--- src/rtl/spi_flash_master.sv ---
module spi_flash_master #(
  parameter int DIV_W = 8
) (
  input  logic        clk,
  input  logic        rst_n,
  input  logic [1:0]  reg_addr,
  input  logic        reg_wr,
  input  logic [31:0] reg_wdata,
  output logic [31:0] reg_rdata,
  input  logic        miso,
  output logic        sclk,
  output logic        mosi,
  output logic        cs_n
);
  localparam int DUM_W  = 24;
  localparam int DATA_W = 32;
  localparam int HX_W   = 8;

  logic               cpol, rx_edge, msb_first, cap_dly, pre_off;
  logic [4:0]         dbits_q;
  logic [2:0]         nbytes_q;
  logic [DIV_W-1:0]   half_q, cnt, hlim;
  logic [7:0]         mode_q, cmd_q;
  logic [DUM_W-1:0]   dummy_q;
  logic [DATA_W-1:0]  tx_q, rx_q;
  logic               busy;
  logic [HX_W-1:0]    hidx, nh, last_h, s0;
  logic [5:0]         k;

  logic [4:0]         dcnt, di, ki, didx;
  logic [2:0]         nb;
  logic [6:0]         first_bit, nbits, bi;
  logic               adv, pre_on, take, start, wr_ok;

  assign dcnt      = (dbits_q > 5'd24) ? 5'd24 : dbits_q;
  assign nb        = (nbytes_q > 3'd4) ? 3'd4 : nbytes_q;
  assign hlim      = (half_q == '0) ? DIV_W'(1) : half_q;
  assign first_bit = 7'd8 + {2'b0, dcnt};
  assign nbits     = first_bit + {1'b0, nb, 3'b0};
  assign last_h    = {nbits, 1'b0};
  assign s0        = {first_bit, 1'b0} + 8'd1 + {7'b0, rx_edge} + {7'b0, cap_dly};
  assign nh        = hidx + 8'd1;
  assign adv       = busy && (cnt == hlim - DIV_W'(1));
  assign pre_on    = !pre_off && !(cpol ^ rx_edge);
  assign take      = adv && (k < {nb, 3'b0}) &&
                     ((pre_on && nh == s0 - 8'd1) || (nh >= s0 && nh[0] == s0[0]));
  assign start     = reg_wr && reg_addr == 2'd3 && reg_wdata[8] && !busy;
  assign wr_ok     = reg_wr && !busy;

  assign bi   = hidx[7:1];
  assign di   = bi[4:0] - 5'd8;
  assign ki   = bi[4:0] - 5'd8 - dcnt;
  assign didx = msb_first ? (dcnt - 5'd1 - di) : di;

  always_comb begin
    mosi = 1'b0;
    if (busy && hidx < last_h) begin
      if (bi < 7'd8)
        mosi = cmd_q[msb_first ? ~bi[2:0] : bi[2:0]];
      else if (bi < first_bit)
        mosi = dummy_q[didx];
      else
        mosi = tx_q[{ki[4:3], msb_first ? ~ki[2:0] : ki[2:0]}];
    end
  end

  assign sclk = cpol ^ (busy && hidx[0] && hidx < last_h);
  assign cs_n = !busy;

  always_comb begin
    case (reg_addr)
      2'd0:    reg_rdata = {8'(half_q), 5'b0, nbytes_q, 3'b0, dbits_q, 3'b0,
                            pre_off, cap_dly, msb_first, rx_edge, cpol};
      2'd1:    reg_rdata = {mode_q, dummy_q};
      2'd2:    reg_rdata = rx_q;
      default: reg_rdata = {31'b0, busy};
    endcase
  end

  always_ff @(posedge clk or negedge rst_n) begin
    if (!rst_n) begin
      cpol      <= 1'b0;
      rx_edge   <= 1'b0;
      msb_first <= 1'b1;
      cap_dly   <= 1'b0;
      pre_off   <= 1'b0;
      dbits_q   <= '0;
      nbytes_q  <= '0;
      half_q    <= '0;
      mode_q    <= '0;
      dummy_q   <= '0;
      tx_q      <= '0;
      cmd_q     <= '0;
      rx_q      <= '0;
      busy      <= 1'b0;
      cnt       <= '0;
      hidx      <= '0;
      k         <= '0;
    end else begin
      if (wr_ok) begin
        case (reg_addr)
          2'd0: begin
            cpol      <= reg_wdata[0];
            rx_edge   <= reg_wdata[1];
            msb_first <= reg_wdata[2];
            cap_dly   <= reg_wdata[3];
            pre_off   <= reg_wdata[4];
            dbits_q   <= reg_wdata[12:8];
            nbytes_q  <= reg_wdata[18:16];
            half_q    <= reg_wdata[24 +: DIV_W];
          end
          2'd1: begin
            mode_q  <= reg_wdata[31:24];
            dummy_q <= reg_wdata[23:0];
          end
          2'd2: tx_q <= reg_wdata;
          default: ;
        endcase
      end
      if (start) begin
        cmd_q <= reg_wdata[7:0];
        busy  <= 1'b1;
        cnt   <= '0;
        hidx  <= '0;
        k     <= '0;
        rx_q  <= '0;
      end else if (busy) begin
        if (adv) begin
          cnt  <= '0;
          hidx <= nh;
          if (nh == last_h + 8'd1) busy <= 1'b0;
        end else begin
          cnt <= cnt + DIV_W'(1);
        end
        if (take) begin
          rx_q[{k[4:3], msb_first ? ~k[2:0] : k[2:0]}] <= miso;
          k <= k + 6'd1;
        end
      end
    end
  end
endmodule

--- config.mk ---
export PLATFORM = sky130hd
export DESIGN_NAME = spi_flash_master
export DESIGN_NICKNAME = d
export VERILOG_FILES = /design/src/rtl/spi_flash_master.sv
export SDC_FILE = /design/constraint.sdc
export NUM_CORES = 1
export LEC_CHECK = 0
export ABC_AREA = 1
export BUFFER_PORTS_ARGS = -buffer_cell sky130_fd_sc_hd__buf_2
export CAP_MARGIN = 20
export CORE_UTILIZATION = 40
export CTS_CLUSTER_SIZE = 25
export DETAILED_ROUTE_END_ITERATION = 7
export GPL_TIMING_DRIVEN = 0
export PLACE_DENSITY_LB_ADDON = 0.08
export SLEW_MARGIN = 20
export SYNTH_ARGS = -nofsm -noshare
export SYNTH_HDL_FRONTEND = slang
export SYNTH_SLANG_ARGS = --single-unit
--- constraint.sdc ---
create_clock -name clk -period 3.36 [get_ports clk]
set_input_delay 0 -clock clk [delete_from_list [all_inputs] [get_ports clk]]
set_output_delay 0 -clock clk [all_outputs]
set_load 0.05 [all_outputs]
==> impl_metrics.ini, run 1 <==
[detailed_routing]
met1_wl_um = 15300
drt_first_pass_iters = 6
routed-via-count = 9372
wl_per_cell_um = 18.0
postRouteWirelength_um = 32700
top_layer = met4
drt-initial-drc-count = 798
drt-vias-per-instance = 5.17
antenna_violating_nets_post_route = 0
met2WireLength_um = 14900
met3RoutedLength_um = 1530
drc = 0

[clocking]
clock_pin_slew_worst_setup_and_hold_paths_ps = 70
worst_skew_pair.late_latency_ps = 430
cts_tree = yes
cts.root.buffer_cell = sky130_fd_sc_hd__clkbuf_16
cts.htree.levels = 4
max-clock-path-buffers = 2
clock_sink_count = 148
clock_buffer_count_from_cts = 17

[global_route]
grt-ovfl-total = 0
first_pass_grt_wire_length_um = 50800
number_of_global_route_vias_before_repair = 8924
largest_net_degree_at_the_start_of_global_routing = 85
groute.usage.overall = 0.278
grt_antenna_before_repair = 0

[placement]
dp.final_hpwl_um = 24000
port_buffers = 72
placed_cells_incl_taps = 1722
rd_place_congestion = 0.943
dpl-instance-area_mm2 = 0.0103

[worst_setup_path]
critPathArrivalTime_ps = 3520
timing.critical_path.cells = ha_4 > buf_4 > nand2_4 > nand2_4 > inv_4 > fa_1 > or2_4 > nand2_4 > clkinvlp_4 > nand3_2 > nand3_2 > nand2_2 > a21oi_2 > nand2_1 > nand3_2 > nand3_2 > nand2_2 > inv_2 > buf_8
timing.rr.start = dbits_q[3]$_DFFE_PN0P_
critical_path.endpoint_type = primary output
path_class = reg2out
worst_path_max_delay_cell = sky130_fd_sc_hd__dfrtp_2
r2r.worst_path.cells = 19
worst-endpoint-required_ps = 3360
startpoint_type = register
critPathMaxFanout = 8
path_common_cell = sky130_fd_sc_hd__nand3_2
reg2reg_slack_ps = 60
timing.rr.end = rx_q[26]$_DFFE_PN0P_
cpPeakStageDelay_ps = 470

[logic_synthesis]
synthesis.yosys.warnings = 0
synthesis.nets = 1406
synthFlopType = sky130_fd_sc_hd__dfrtp_1
yosys.cell_types.count = 45
syn-mean-instance-area_um2 = 7.14
ys_seq_elements = 148
synth-edff-count = 0
synth_sequential_area_ratio = 0.390
synth_area_mm2 = 0.00950
cells_after_synth = 1330
synth-async-reset-ratio = 1.00

[final_layout]
area_delta_synth_final_pct = 23.6
nNetsFinal = 1557
layout_commonest_cell = sky130_fd_sc_hd__nand2_1
post_route_cell_area_mm2 = 0.0117
layout_common_cells = sky130_fd_sc_hd__nand2_1, sky130_fd_sc_hd__nand3_1, sky130_fd_sc_hd__dfrtp_1, sky130_fd_sc_hd__inv_1, sky130_fd_sc_hd__o21ai_0
drive_above_1_share = 0.167
antenna_cells_inserted = 0
layoutNonFillerInstCount = 1813

[sta]
finalHoldViolations = 0
report.final.slew_viol_count = 0
final.setup.worst_slack_ps = -162
setup-violations-final = 2
max_clock_freq_mhz = 284
clk_skew_ps = 16.0
final.hold.worst_slack_ps = 46.1
unrepaired_setup_endpoints_after_global_routing = true
timing.max_slew.rel_slack = 0.477
final_period_util = 1.05
finalCriticalPeriod_ps = 3520
worst_pin_slew_ps = 778

[worst_hold_path]
worst_hold_path.num_cells = 3
worst_hold_startpoint = reg_wdata[8]
hold_class = in2reg
min_delay_worst_endpoint = dummy_q[8]$_DFFE_PN0P_

[power]
peakVddDrop_mv = 0.357
power_leakage_nw = 6.02
power.density_mw_per_mm2 = 607

[floorplanning]
ios = 73
floorplan_die_height_um = 156
die_area_mm2 = 0.0244
die_w_um = 156
placementRows = 56
start_util = 0.406
core_region_area_mm2 = 0.0234

[run_status]
status = complete, but fails checks
violations = setup timing

[job]
maxCapViolations = 0
-- stage by stage --
stage                     setup slack (ps)  total power, mW  TNS, ps  utilization
after floorplan                        190             4.03        0            -
after CTS                             -128             6.97     -252        0.493
after global routing                  -309             7.58    -3200        0.502
after global placement                -678             4.80   -22370        0.438
after detailed placement              -646             4.83   -11650        0.440
final                                 -162             7.13     -211        0.502
-- flip-flops by register name, summed over array words and instances (netlist names) --
name / cells
rx_q: 32
rx_edge: 1
dummy_q: 24
cap_dly: 1
mode_q: 8
half_q: 8
hidx: 8
tx_q: 32
pre_off: 1
msb_first: 1
nbytes_q: 3
k: 6
dbits_q: 5
cnt: 8
cpol: 1
busy: 1
cmd_q: 8
-- cell type report --
type / instances / area (um^2)
plain buffers: 58 / 285
clock buffers: 17 / 425
clock inverters: 15 / 160
fillers: 2414 / 11700
inverters: 154 / 597
multi-input cells: 970 / 5220
flip-flops and latches: 148 / 3710
well taps: 319 / 399
repair buffers: 132 / 941
-- per-layer routing --
| metal | up-vias | GRT usage |
|---|---|---|
| met5 | - | 0 |
| met4 | 0 | 0.0929 |
| met3 | 43 | 0.0417 |
| met2 | 257 | 0.440 |
| met1 | 4446 | 0.388 |
| li1 | 4626 | - |
-- synthesized netlist by cell type (4+ instances only) --
library cell / instances / share of area
sky130_fd_sc_hd__a21oi_1: 18 / 0.0095
sky130_fd_sc_hd__a22o_1: 9 / 0.0083
sky130_fd_sc_hd__buf_2: 11 / 0.0058
sky130_fd_sc_hd__buf_4: 4 / 0.0032
sky130_fd_sc_hd__clkbuf_1: 40 / 0.016
sky130_fd_sc_hd__dfrtp_1: 147 / 0.39
sky130_fd_sc_hd__ha_1: 36 / 0.047
sky130_fd_sc_hd__inv_1: 147 / 0.058
sky130_fd_sc_hd__inv_2: 6 / 0.0024
sky130_fd_sc_hd__nand2_1: 410 / 0.16
sky130_fd_sc_hd__nand2_2: 9 / 0.0059
sky130_fd_sc_hd__nand2_4: 5 / 0.0059
sky130_fd_sc_hd__nand3_1: 155 / 0.082
sky130_fd_sc_hd__nand4_1: 46 / 0.030
sky130_fd_sc_hd__nor2_1: 76 / 0.030
sky130_fd_sc_hd__nor3_1: 5 / 0.0026
sky130_fd_sc_hd__o211ai_1: 7 / 0.0055
sky130_fd_sc_hd__o21ai_0: 109 / 0.057
sky130_fd_sc_hd__o22ai_1: 7 / 0.0046
sky130_fd_sc_hd__or2_2: 7 / 0.0046
sky130_fd_sc_hd__xnor2_1: 8 / 0.0074
sky130_fd_sc_hd__xor2_1: 33 / 0.030
-- worst max path at each step --
stage / start / slack (ps) / cells after the start / to
floorplan: dbits_q[3]$_DFFE_PN0P_ / 190 / 14 / sclk
global placement: dbits_q[3]$_DFFE_PN0P_ / -680 / 20 / mosi
detailed placement: dbits_q[3]$_DFFE_PN0P_ / -650 / 20 / mosi
CTS: dbits_q[3]$_DFFE_PN0P_ / -130 / 19 / sclk
global route: dbits_q[3]$_DFFE_PN0P_ / -310 / 20 / mosi
finish: dbits_q[3]$_DFFE_PN0P_ / -160 / 19 / mosi
-- what timing repair did --
| action | in CTS | in global routing |
|---|---|---|
| endpoints found under the hold margin | 152 | 0 |
| setup endpoints to repair | 40 | 46 |
| hold buffers | 32 | 0 |
| pin swaps | 19 | 18 |
| buffers inserted | 17 | 10 |
| resized for setup | 55 | 49 |
-- logic make-up (layout without fill, tap and decap cells) --
kind of cell | count (synthesis) | count (layout) | share of synthesized area
simple gates | 725 | 725 | 0.335
other cells | 1 | 1 | 0.000395
xor+xnor | 41 | 41 | 0.0378
buf+inv | 212 | 376 | 0.0878
flops | 148 | 148 | 0.390
fa+ha+maj | 38 | 38 | 0.0517
compound gates | 165 | 165 | 0.0974
-- report_power, final --
group / switching [mW] / total (mW) / internal (mW)
sequential: 0.180 / 2.09 / 1.91
clock: 0.912 / 1.91 / 0.995
combinational: 2.02 / 3.13 / 1.11
-- critical path: cells and delay by family, from the launching register on --
kind / cells / cell delay [ps]
buffers and inverters: 5 / 670
AND/OR/NAND/NOR: 11 / 1230
adder cells (fa/ha/maj): 2 / 660
flip-flops: 1 / 470
AO/OA/AOI/OAI: 1 / 50
No activity file was read; power rests on OpenSTA's default activity.
==> inputs of run 2 (changes only) <==
MAX_ROUTING_LAYER = met4   (was unset)
==> impl_metrics.ini, run 2 (same netlist as run 1, synthesis figures left out) <==
[clocking]
cts.htree.levels = 4
clock_pin_slew_worst_setup_and_hold_paths_ps = 70
worst_skew_pair.late_latency_ps = 440
max-clock-path-buffers = 2
clock_buffer_count_from_cts = 17
cts_tree = yes
clock_sink_count = 148
cts.root.buffer_cell = sky130_fd_sc_hd__clkbuf_16

[worst_hold_path]
hold_class = in2reg

[worst_setup_path]
path_class = reg2out
cell_type_group_with_the_largest_total_delay_on_the_critical_path = simple AND/OR/NAND/NOR gates
critical_path.n_buffers_inverters = 6
worst-endpoint-required_ps = 3360
cpPeakStageDelay_ps = 510
critical_path.endpoint_type = primary output
worst_path_max_delay_cell = sky130_fd_sc_hd__fa_1
critPathMaxFanout = 8
critPathArrivalTime_ps = 3530
startpoint_type = register
timing.critical_path.cells = buf_6 > inv_8 > nor2_4 > nand3_2 > nand2_4 > nand2_4 > inv_4 > fa_1 > or2_4 > nand2_4 > clkinvlp_4 > nand3_2 > nand3_2 > nand2_2 > a21oi_2 > nand2_1 > nand3_1 > nand3_1 > nand2_1 > inv_2 > buf_8

[detailed_routing]
drc = 0
met1_wl_um = 15100
met2WireLength_um = 14900
drt_first_pass_iters = 5
postRouteWirelength_um = 33000
drt-vias-per-instance = 5.28
top_layer = met4
routed-via-count = 9559
drt-initial-drc-count = 745
antenna_violating_nets_post_route = 0
wl_per_cell_um = 18.2
met3RoutedLength_um = 1900

[power]
power_leakage_nw = 6.07
power.density_mw_per_mm2 = 631
total_power_of_the_final_layout_mw = 7.46
peakVddDrop_mv = 0.286

[sta]
setup-violations-final = 2
unrepaired_setup_endpoints_after_global_routing = true
finalHoldViolations = 0
worst_pin_slew_ps = 791
final.setup.worst_slack_ps = -170
timing.max_slew.rel_slack = 0.469
clk_skew_ps = 21.2
finalCriticalPeriod_ps = 3530
max_clock_freq_mhz = 283
fin_tns_setup_ps = -222
final.hold.worst_slack_ps = 42.2
final_period_util = 1.05
report.final.slew_viol_count = 0

[final_layout]
largestRegisters = rx_q x32, tx_q x32, dummy_q x24
layout_common_cells = sky130_fd_sc_hd__nand2_1, sky130_fd_sc_hd__nand3_1, sky130_fd_sc_hd__dfrtp_1, sky130_fd_sc_hd__inv_1, sky130_fd_sc_hd__o21ai_0
nNetsFinal = 1556
layout_commonest_cell = sky130_fd_sc_hd__nand2_1
antenna_cells_inserted = 0
layoutNonFillerInstCount = 1812
drive_above_1_share = 0.162
area_delta_synth_final_pct = 24.5

[run_status]
status = complete, but fails checks
violations = setup timing

[global_route]
largest_net_degree_at_the_start_of_global_routing = 87
number_of_global_route_vias_before_repair = 9041
first_pass_grt_wire_length_um = 51100
grt-ovfl-total = 0
groute.usage.overall = 0.288
grt_antenna_before_repair = 0

[floorplanning]
core_region_area_mm2 = 0.0234
floorplan_die_height_um = 156
die_area_mm2 = 0.0244
ios = 73
start_util = 0.406
die_w_um = 156
placementRows = 56

[placement]
placed_cells_incl_taps = 1722
dp.final_hpwl_um = 24000
port_buffers = 72
rd_place_congestion = 0.925

[job]
maxCapViolations = 0
run 2: changes by cell type in the layout (fill, tap and decap cells not counted), moves of 3 or more:
cell                        delta
sky130_fd_sc_hd__buf_6         +4
sky130_fd_sc_hd__buf_4         -4
sky130_fd_sc_hd__clkbuf_4      -6
sky130_fd_sc_hd__bufinv_16     +3
sky130_fd_sc_hd__nor2_2        -4
sky130_fd_sc_hd__nor2_1        +4
run 2: worst register-to-register path, delay by kind of cell (launching register included):
family | cells | cell delay [ps]
buffers and inverters | 8 | 710
AOI/OAI and AO/OA | 2 | 320
and+or+nand+nor | 10 | 930
DFF | 1 | 480
adders and majority gates | 3 | 720
run 2: power breakdown:
group | total, mW | internal (mW) | switching, mW
Sequential | 2.09 | 1.91 | 0.182
Clock | 2.12 | 1.23 | 0.893
Combinational | 3.24 | 1.20 | 2.04
run 2: area by class of cell:
| cell class | count | area [um^2] |
|---|---|---|
| plain buffers | 58 | 305 |
| clock buffers | 18 | 439 |
| clock inverters | 14 | 209 |
| fillers | 2380 | 11600 |
| inverters | 154 | 597 |
| multi-input cells | 971 | 5220 |
| flip-flops and latches | 148 | 3710 |
| well taps | 319 | 399 |
| repair buffers | 130 | 941 |
run 2: worst paths after layout:
check / startpoint / to / slack (ps) / cells past startpoint
max: dbits_q[3]$_DFFE_PN0P_ / mosi / -170 / 21
min: reg_wdata[8] / tx_q[8]$_DFFE_PN0P_ / 40 / 3
max reg2reg: dbits_q[3]$_DFFE_PN0P_ / rx_q[4]$_DFFE_PN0P_ / 100 / 23
min reg2reg: tx_q[6]$_DFFE_PN0P_ / tx_q[6]$_DFFE_PN0P_ / 490 / 2
max in group asynchronous: rst_n / dbits_q[4]$_DFFE_PN0P_ / 2400 / 3
min in group asynchronous: rst_n / cnt[3]$_DFFE_PN0P_ / 80 / 2
run 2: per-stage QoR:
stage,setup slack [ps],area [um^2],utilization
final,-170,11800,0.505
after detailed placement,-660,10300,0.440
after global routing,-301,11800,0.505
after CTS,-144,11600,0.497
after floorplan,190,9500,-
after global placement,-713,10300,0.438
run 2: timing repair:
action | in CTS | in global routing
setup buffers | 20 | 3
gates resized for setup | 58 | 50
pin swaps | 22 | 23
cloned | 1 | 2
hold buffers | 32 | 0
endpoints found under the hold margin | 151 | 0
setup endpoints to repair | 40 | 40
run 2: metal layers:
| layer | vias up | GRT usage |
|---|---|---|
| met5 | - | - |
| met3 | 62 | 0.0439 |
| met4 | 0 | 0.106 |
| met1 | 4569 | 0.386 |
| li1 | 4629 | - |
| met2 | 299 | 0.441 |
